<file path="config.mk">
export PLATFORM = sky130hd
export DESIGN_NAME = thread_irq_presenter
export DESIGN_NICKNAME = d
export VERILOG_FILES = /design/src/rtl/ipr_pkg.sv /design/src/rtl/ipr_pending.sv /design/src/rtl/ipr_pick.sv /design/src/rtl/ipr_cppr.sv /design/src/rtl/thread_irq_presenter.sv
export SDC_FILE = /design/constraint.sdc
export NUM_CORES = 1
export LEC_CHECK = 0
export BUFFER_PORTS_ARGS = -buffer_cell sky130_fd_sc_hd__buf_2
export CORE_ASPECT_RATIO = 0.7
export CORE_MARGIN = 4
export CORE_UTILIZATION = 44
export CTS_CLUSTER_DIAMETER = 120
export DETAILED_ROUTE_END_ITERATION = 10
export GPL_TIMING_DRIVEN = 0
export PLACE_DENSITY = 0.75
export SYNTH_ARGS = -nofsm -noshare
export SYNTH_HDL_FRONTEND = slang
export SYNTH_SLANG_ARGS = --single-unit
export TNS_END_PERCENT = 100
</file>
<file path="constraint.sdc">
create_clock -name clk -period 2.4 [get_ports clk]
set_input_delay 0.24 -clock clk [delete_from_list [all_inputs] [get_ports clk]]
set_output_delay 0.24 -clock clk [all_outputs]
set_load 0.02 [all_outputs]
</file>
<file path="src/rtl/ipr_pkg.sv">
// Package: shared encodings for the thread interrupt presenter.
// Assumes a fixed 16-bit accept word with the type code in bits 15:14.
package ipr_pkg;
    typedef enum logic [1:0] {
        EXC_NONE = 2'b00,
        EXC_PHYS = 2'b10
    } exc_type_e;

    localparam int ACK_W  = 16;
    localparam int CPPR_W = 8;
endpackage

</file>
<file path="src/rtl/ipr_pending.sv">
// Module: one sticky pending flag per priority level.
// Assumes set and clear indices are in range; a set wins over a clear of the same level.
module ipr_pending #(
    parameter int NUM_PRIO = 8,
    localparam int PRIO_W  = $clog2(NUM_PRIO)
) (
    input  logic                clk,
    input  logic                rst_n,
    input  logic                set_en,
    input  logic [PRIO_W-1:0]   set_idx,
    input  logic                clr_en,
    input  logic [PRIO_W-1:0]   clr_idx,
    output logic [NUM_PRIO-1:0] pend
);
    for (genvar g = 0; g < NUM_PRIO; g++) begin : g_flag
        // Per-level flag: set by a notification, cleared by acceptance, set first.
        always_ff @(posedge clk) begin
            if (!rst_n)
                pend[g] <= 1'b0;
            else if (set_en && set_idx == PRIO_W'(g))
                pend[g] <= 1'b1;
            else if (clr_en && clr_idx == PRIO_W'(g))
                pend[g] <= 1'b0;
        end
    end

    a_r2_set_sticks: assert property (@(posedge clk) disable iff (!rst_n)
        set_en |=> pend[$past(set_idx)]);
    a_r8_set_beats_clear: assert property (@(posedge clk) disable iff (!rst_n)
        (set_en && clr_en && set_idx == clr_idx) |=> pend[$past(clr_idx)]);
endmodule

</file>
<file path="src/rtl/ipr_pick.sv">
// Module: finds the most urgent (lowest-numbered) pending level.
// Assumes a pure combinational use; best is 0 when nothing is pending.
module ipr_pick #(
    parameter int NUM_PRIO = 8,
    localparam int PRIO_W  = $clog2(NUM_PRIO)
) (
    input  logic [NUM_PRIO-1:0] pend,
    output logic                any,
    output logic [PRIO_W-1:0]   best
);
    // Scan from least to most urgent so the lowest set index is kept last.
    always_comb begin
        best = '0;
        for (int i = NUM_PRIO - 1; i >= 0; i--) begin
            if (pend[i])
                best = PRIO_W'(i);
        end
        any = |pend;
    end
endmodule

</file>
<file path="src/rtl/ipr_cppr.sv">
// Module: the thread's current priority (threshold) register.
// Assumes acceptance and a software write never coincide (one request per cycle).
module ipr_cppr #(
    parameter int PRIO_W = 3,
    parameter int CPPR_W = 8
) (
    input  logic              clk,
    input  logic              rst_n,
    input  logic              wr_en,
    input  logic [CPPR_W-1:0] wr_val,
    input  logic              take,
    input  logic [PRIO_W-1:0] take_prio,
    output logic [CPPR_W-1:0] cppr
);
    // Threshold update: acceptance raises it, a software write replaces it.
    always_ff @(posedge clk) begin
        if (!rst_n)
            cppr <= '0;
        else if (take)
            cppr <= CPPR_W'(take_prio);
        else if (wr_en)
            cppr <= wr_val;
    end

    a_r4_write_lands: assert property (@(posedge clk) disable iff (!rst_n)
        (wr_en && !take) |=> cppr == $past(wr_val));
endmodule

</file>
<file path="src/rtl/thread_irq_presenter.sv">
// Module: per-thread interrupt presenter with a priority threshold and a
// side-effecting accept register. Assumes one register request per cycle and
// NUM_PRIO levels numbered so that lower means more urgent.
module thread_irq_presenter
    import ipr_pkg::*;
#(
    parameter int NUM_PRIO = 8,
    parameter int ADDR_W   = 12,
    parameter logic [ADDR_W-1:0] CPPR_OFF = 12'h031,
    parameter logic [ADDR_W-1:0] ACK_OFF  = 12'h830,
    localparam int PRIO_W  = $clog2(NUM_PRIO)
) (
    input  logic              clk,
    input  logic              rst_n,
    input  logic              ev_valid,
    input  logic [PRIO_W-1:0] ev_prio,
    input  logic              req_valid,
    input  logic              req_write,
    input  logic [ADDR_W-1:0] req_addr,
    input  logic [7:0]        wr_data,
    output logic              rd_valid,
    output logic [15:0]       rd_data,
    output logic              irq
);
    logic [NUM_PRIO-1:0] pend;
    logic                any_pend;
    logic [PRIO_W-1:0]   best;
    logic [CPPR_W-1:0]   cppr_q;
    logic                is_rd, rd_ack, rd_cppr, wr_cppr, present, take;

    // Request decode.
    always_comb begin
        is_rd   = req_valid && !req_write;
        rd_ack  = is_rd && req_addr == ACK_OFF;
        rd_cppr = is_rd && req_addr == CPPR_OFF;
        wr_cppr = req_valid && req_write && req_addr == CPPR_OFF;
    end

    // Presentation: most urgent pending level strictly beats the threshold.
    always_comb begin
        present = any_pend && (CPPR_W'(best) < cppr_q);
        take    = rd_ack && present;
        irq     = present;
    end

    ipr_pending #(.NUM_PRIO(NUM_PRIO)) u_pend (
        .clk(clk), .rst_n(rst_n),
        .set_en(ev_valid), .set_idx(ev_prio),
        .clr_en(take), .clr_idx(best),
        .pend(pend)
    );

    ipr_pick #(.NUM_PRIO(NUM_PRIO)) u_pick (
        .pend(pend), .any(any_pend), .best(best)
    );

    ipr_cppr #(.PRIO_W(PRIO_W), .CPPR_W(CPPR_W)) u_cppr (
        .clk(clk), .rst_n(rst_n),
        .wr_en(wr_cppr), .wr_val(wr_data),
        .take(take), .take_prio(best),
        .cppr(cppr_q)
    );

    // Read return path, registered one cycle after the request.
    always_ff @(posedge clk) begin
        if (!rst_n) begin
            rd_valid <= 1'b0;
            rd_data  <= '0;
        end else begin
            rd_valid <= is_rd;
            if (take)
                rd_data <= {EXC_PHYS, 6'b0, 8'(best)};
            else if (rd_ack || rd_cppr)
                rd_data <= {EXC_NONE, 6'b0, cppr_q};
            else
                rd_data <= '0;
        end
    end

    a_r6_accept_loads_cppr: assert property (@(posedge clk) disable iff (!rst_n)
        (rd_valid && rd_data[15:14] == EXC_PHYS) |-> cppr_q == rd_data[7:0]);
    a_r7_idle_accept_keeps: assert property (@(posedge clk) disable iff (!rst_n)
        (rd_ack && !present) |=> $stable(cppr_q));
    a_r3_irq_needs_pending: assert property (@(posedge clk) disable iff (!rst_n)
        irq |-> pend != '0);
    a_r9_valid_after_read: assert property (@(posedge clk) disable iff (!rst_n)
        rd_valid |-> $past(is_rd));
    a_r5_type_legal: assert property (@(posedge clk) disable iff (!rst_n)
        rd_valid |-> (rd_data[15:14] == EXC_NONE || rd_data[15:14] == EXC_PHYS));
endmodule

</file>
# ---- Yosys cells after proc, flatten, opt, wreduce, memory -nomap -nowiden
# Index checks and enable logic that the tools add are counted.
dict set report totals {
  ff_bits 33
  mem_count 0
  latch_bits 0
  inputBits 28
  out_inout_bits 18
  rom_bits 0
  mem_bits_rw 0
}
dict set report classes {
  n_reduce_logical 39
  addsub 0
  n_bitwise 2
  mul 0
  n_shift 0
  magnitude_cmp 1
  mux 28
  eq_ne 16
  div 0
}
# op count
set ops {}
lappend ops {{$mux 3} 10}
lappend ops {{$eq 3x3->1 const B} 8}
lappend ops {{$logic_and 1x1->1} 23}
lappend ops {{$reduce_bool 2->1} 9}
lappend ops {{$mux 1} 16}
lappend ops {{$mux 16} 1}
lappend ops {{$eq 12x12->1 const B} 1}
lappend ops {{$eq 12x6->1 const B} 1}
lappend ops {{$eq 3x2->1 const B} 4}
lappend ops {{$lt 3x8->1} 1}
lappend ops {{$mux 8} 1}
lappend ops {{$reduce_or 8->1} 1}
lappend ops {{$eq 3x1->1 const B} 2}
lappend ops {{$logic_not 3->1} 2}
lappend ops {{$reduce_or 3->1} 1}
lappend ops {{$not 1->1} 2}
lappend ops {{$reduce_or 2->1} 1}
lappend ops {{$logic_not 1->1} 1}
lappend ops {{$logic_or 1x1->1} 1}

# ---- Depth between registers and ports, before layout
dict set report logic_depth {
  depth_word 14
  depth_mapped 11
  mapped_depth_nobuf 10
}

# ---- Modules after synthesis
# Synthesis repeated with hierarchy kept, for this count alone.
dict set report unflattened {
  cells_unflattened 140
  area_unflattened_um2 1383.8
}
# mod area_each_um2 instances cells_per_inst seq_area_each_um2
set by_module_without_submodules {}
lappend by_module_without_submodules {thread_irq_presenter 559.3 1 56 200.2}
lappend by_module_without_submodules {ipr_pending 402.9 1 42 160.2}
lappend by_module_without_submodules {ipr_cppr 340.3 1 29 160.2}
lappend by_module_without_submodules {ipr_pick 81.3 1 13 0.0}

# ---- Least setup slack after synthesis
# Ideal clock, no wire load.
dict set report synth_timing {
  kind {reg-to-reg}
  from {register u_pend.pend[6]}
  to {register u_cppr.cppr[0]}
  stages_incl_launch_ff 12
  required_ns 2.321
  path_buffers 1
  t_arrival_ns 2.429
  setup_time_ns 0.079
  path_slack_ns -0.108
  period_less_slack_ns 2.508
  path_cell_list {dfxtp_1 -> nor2_1 -> nor3_1 -> o31ai_1 -> inv_1 -> ha_1 -> a21boi_0 -> o211ai_1 -> o211ai_2 -> buf_4 -> nor2_1 -> a211oi_2}
}
dict set report synth_via {
  elab_chain_len 11
}
# element line_no
set synth_rtl {}
lappend synth_rtl {{start: declaration} ipr_pending.sv:13} ;# output logic [NUM_PRIO-1:0] pend
lappend synth_rtl {{start signal: indexed assignment} ipr_pending.sv:19} ;# pend[g] <= 1'b0;
lappend synth_rtl {{start signal: indexed assignment} ipr_pending.sv:21} ;# pend[g] <= 1'b1;
lappend synth_rtl {{start signal: indexed assignment} ipr_pending.sv:23} ;# pend[g] <= 1'b0;
lappend synth_rtl {{$mux 3 (7 in a row)} ipr_pick.sv:15} ;# if (pend[i])
lappend synth_rtl {{$lt 3x8->1} thread_irq_presenter.sv:41} ;# present = any_pend && (CPPR_W'(best) < cppr_q);
lappend synth_rtl {{$logic_and 1x1->1} thread_irq_presenter.sv:41}
lappend synth_rtl {{$logic_and 1x1->1} thread_irq_presenter.sv:42} ;# take = rd_ack && present;
lappend synth_rtl {{$mux 3 or $reduce_bool 2->1 (tied branches)} --}
lappend synth_rtl {{end signal: assignment} ipr_cppr.sv:20} ;# cppr <= CPPR_W'(take_prio);
lappend synth_rtl {{end signal: assignment} ipr_cppr.sv:22} ;# cppr <= wr_val;
lappend synth_rtl {{end: declaration} ipr_cppr.sv:13} ;# output logic [CPPR_W-1:0] cppr
# Parallel ways exist; a longest one is shown, timed or not.
# A chain may end at the register's enable or synchronous reset.

# ---- Final worst setup path
dict set report layout_timing {
  from {register u_pend.pend[6]}
  to {register u_pend.pend[6]}
}
dict set report layout_via {
  elab_chain_len 12
}
# element line_no
set layout_rtl {}
lappend layout_rtl {{$mux 3 (7 in a row)} ipr_pick.sv:15}
lappend layout_rtl {{$lt 3x8->1} thread_irq_presenter.sv:41}
lappend layout_rtl {{$logic_and 1x1->1} thread_irq_presenter.sv:41}
lappend layout_rtl {{$logic_and 1x1->1} thread_irq_presenter.sv:42}
lappend layout_rtl {{$logic_and 1x1->1 (*)} ipr_pending.sv:22} ;# else if (clr_en && clr_idx == PRIO_W'(g))
lappend layout_rtl {{$reduce_bool 2->1 (no source line) (*)} --}
# Mark *: on every way between the ends. The rest lies on a longest branch, timed or not.

==> results.md <==
* Post-synthesis sequential area ratio at 40.94%
* CTS Hold Buffers Added at 0
* Failing checks: setup timing
* First-pass GRT wire length at 5.250 mm
* Run status: finished with violations
* Worst reg2reg startpoint: u_pend.pend[6]$_SDFFE_PN0P_
* Synth-to-Final Area Change at 42.72%
* Syn_area_per_cell at 8.952 µm²
* Start point of the critical path: u_pend.pend[6]$_SDFFE_PN0P_
* Cell variety after synth at 36
* TritonCTS Sinks at 26
* CTS tree: built
* CP Capture Type: flop
* Max-cap violations at 0
* Core region area at 2783 µm²
* Overall power at 0.9972 mW
* Largest fanout on the critical path at 6
* Pleak at 0.8098 nW
* DRC Markers at 0
* Startpoint class of the critical path: flop
* Routed WL at 3.767 mm
* N_diodes at 0
* EDFF count, synth at 0
* Final setup vio count at 10
* Post-DP HPWL at 2.349 mm
* DR pass1 iterations at 4
* Synth async-reset ratio at 0%
* WL/cell at 15.57 µm
* Worst skew pair latency at 0.28 ns
* Final net count at 237
* CP required at 2.55 ns
* Rel. slew slack at 52.61%
* H-Tree Depth at 1
* Slowest stage delay, CP at 0.35 ns
* Die Ht at 52.97 µm
* Post-synthesis instance total at 142
* Share of post-route cells with drive strength above 1 at 42.72%
* Critical path type: reg -> reg
* Worst hold path class: in -> reg
* Buffers on Ports at 38
* Minimum clock period at 2.503 ns
* Critical path's slowest cell: dfxtp_2
* Final Hold Fails at 0
* Die width at 72.25 µm
* Synth warn at 0
* Fin worst setup slack at -0.1027 ns
* Reg clk slew, reported paths at 0.09 ns
* Period Utilization, post-route at 104.3%
* Origin of the worst min-delay path: wr_data[6]
* Total GRT Usage at 18.06%
* Via-to-Cell Ratio at 5.442
* Most frequent cells in the layout: buf_2, buf_4, dfxtp_1, nor2_1, nand2_1
* Vias at 1,317
* Setup Skew at 0.007651 ns
* Synth top area cells: dfxtp_1, mux2i_1, nor2_1, buf_4, nand2_1
* Initial antenna violation count at 0
* Clk root buf: clkbuf_8
* Synth top area share at 40.94%
* Placement Rows at 16
* Yosys reg bits at 26
* Pins Over Slew Limit at 0
* Initial core utilization at 45.68%
* Power Density at 549.6 nW/µm²
* DIE AREA at 3827 µm²
* Post-Syn Area at 1271 µm²
* Number of global-route vias before repair at 1,210
* CP Cell Sequence: nor2_4 -> nor3_2 -> o31ai_2 -> inv_1 -> ha_1 -> a21boi_1 -> o211ai_1 -> o211ai_2 -> buf_4 -> nor4_1 -> o22ai_1
* Number of routed nets with antenna violations at 0
* Worst EP arrival at 2.65 ns
* CTS Buffer Depth at 2
* Unrepaired setup endpoints after global routing: yes
* First DRT Iteration DRCs at 101
* Max VDD drop at 0.6409 mV
* Routability Congestion at 0.9061
* Worst slew pin tran at 0.7056 ns
* FMAX at 399.6 MHz
* Primary FF master, synth: dfxtp_1
* TritonCTS buffer count at 3
* Largest net degree at the start of global routing at 16
* Gr ovfl total at 0
* Synth area leader: dfxtp_1
* Commonest non-fill, non-tap cell in the layout: buf_2
* Top-level I/O count at 46
* Setup Total Neg Slack at -0.6147 ns
[area by class of cell]
class	count	area [µm²]
multi-input cells	104	755.7
clock buffers	3	41.29
repair buffers	54	316.6
well taps	36	45.04
plain buffers	9	67.56
inverters	9	33.78
clock inverters	1	30.03
fillers	211	968.4
flip-flops and latches	26	524.3
[registers in the layout, indices dropped and copies added (netlist names)]
register	cells
rd_data	9
u_cppr.cppr	8
u_pend.pend	8
rd_valid	1
[synth_stat cells (3+ instances only)]
cell / number
nor3b_1: 5
nand2_1: 13
o22ai_1: 3
nand2b_1: 3
nand3_1: 3
inv_1: 9
dfxtp_1: 26
mux2i_1: 8
a211oi_2: 3
nor2_1: 17
o311ai_1: 4
o21ai_1: 5
nor4_1: 3
nor2b_1: 4
buf_4: 8
[repair_timing]
action | in CTS | in global routing
gates resized for setup | 7 | 13
setup buffers | 15 | 1
pin swaps | 5 | 6
endpoints found under the setup margin | 26 | 25
hold endpoints to repair | 0 | 0
[power by group]
group	internal (mW)	switching, mW
registers	0.437	0.00825
logic	0.0864	0.100
clock network	0.223	0.142
total	0.747	0.250
[worst paths after layout]
check | depth (start not counted) | slack [ns] | end
min reg2reg | 1 | 0.50 | rd_data[6]$_SDFF_PP0_
min | 3 | 0.19 | u_cppr.cppr[6]$_SDFFE_PP0P_
max reg2reg | 11 | -0.10 | u_pend.pend[6]$_SDFFE_PN0P_
max | 11 | -0.10 | u_pend.pend[6]$_SDFFE_PN0P_
[layer usage]
metal	GRT usage [%]	vias up	part of all wire (%)
met3	5.313	12	10
met4	8.125	0	2.6
li1	-	631	-
met2	31.42	82	49
met5	0	-	0
met1	20.57	592	38
[logic make-up (layout without fill, tap and decap cells)]
logic type      count (synthesis)  after routing  share of synthesized area, %
mux                             8              8                         6.299
fa+ha+maj                       2              2                         1.968
flops                          26             26                         40.94
compound gates                 26             26                         16.04
other cells                     1              7                        0.2950
simple gates                   61             61                         26.77
buf+inv                        18             76                         7.677
[worst max-delay path, delay by kind of cell, from the launching register on]
family                     cells  cell delay [ns]
AOI/OAI and AO/OA              5             1.05
and+or+nand+nor                3             0.40
DFF                            1             0.35
buffers and inverters          2             0.31
adders and majority gates      1             0.27
[stage by stage]
stage          setup slack, ns  util, %  cells  area [µm²]  hold WS [ns]
2_1_floorplan          0.05659        -    148        1299        0.3369
3_3_place_gp           -0.4218    55.13    222        1534        0.4707
3_5_place_dp           -0.4565    55.13    222        1534        0.4843
4_1_cts              -0.006862    62.37    241        1735        0.1972
5_1_grt                -0.1977    65.20    242        1814        0.2054
6_report               -0.1027    65.20    242        1814        0.1912
(Power assumes the default switching activity.)
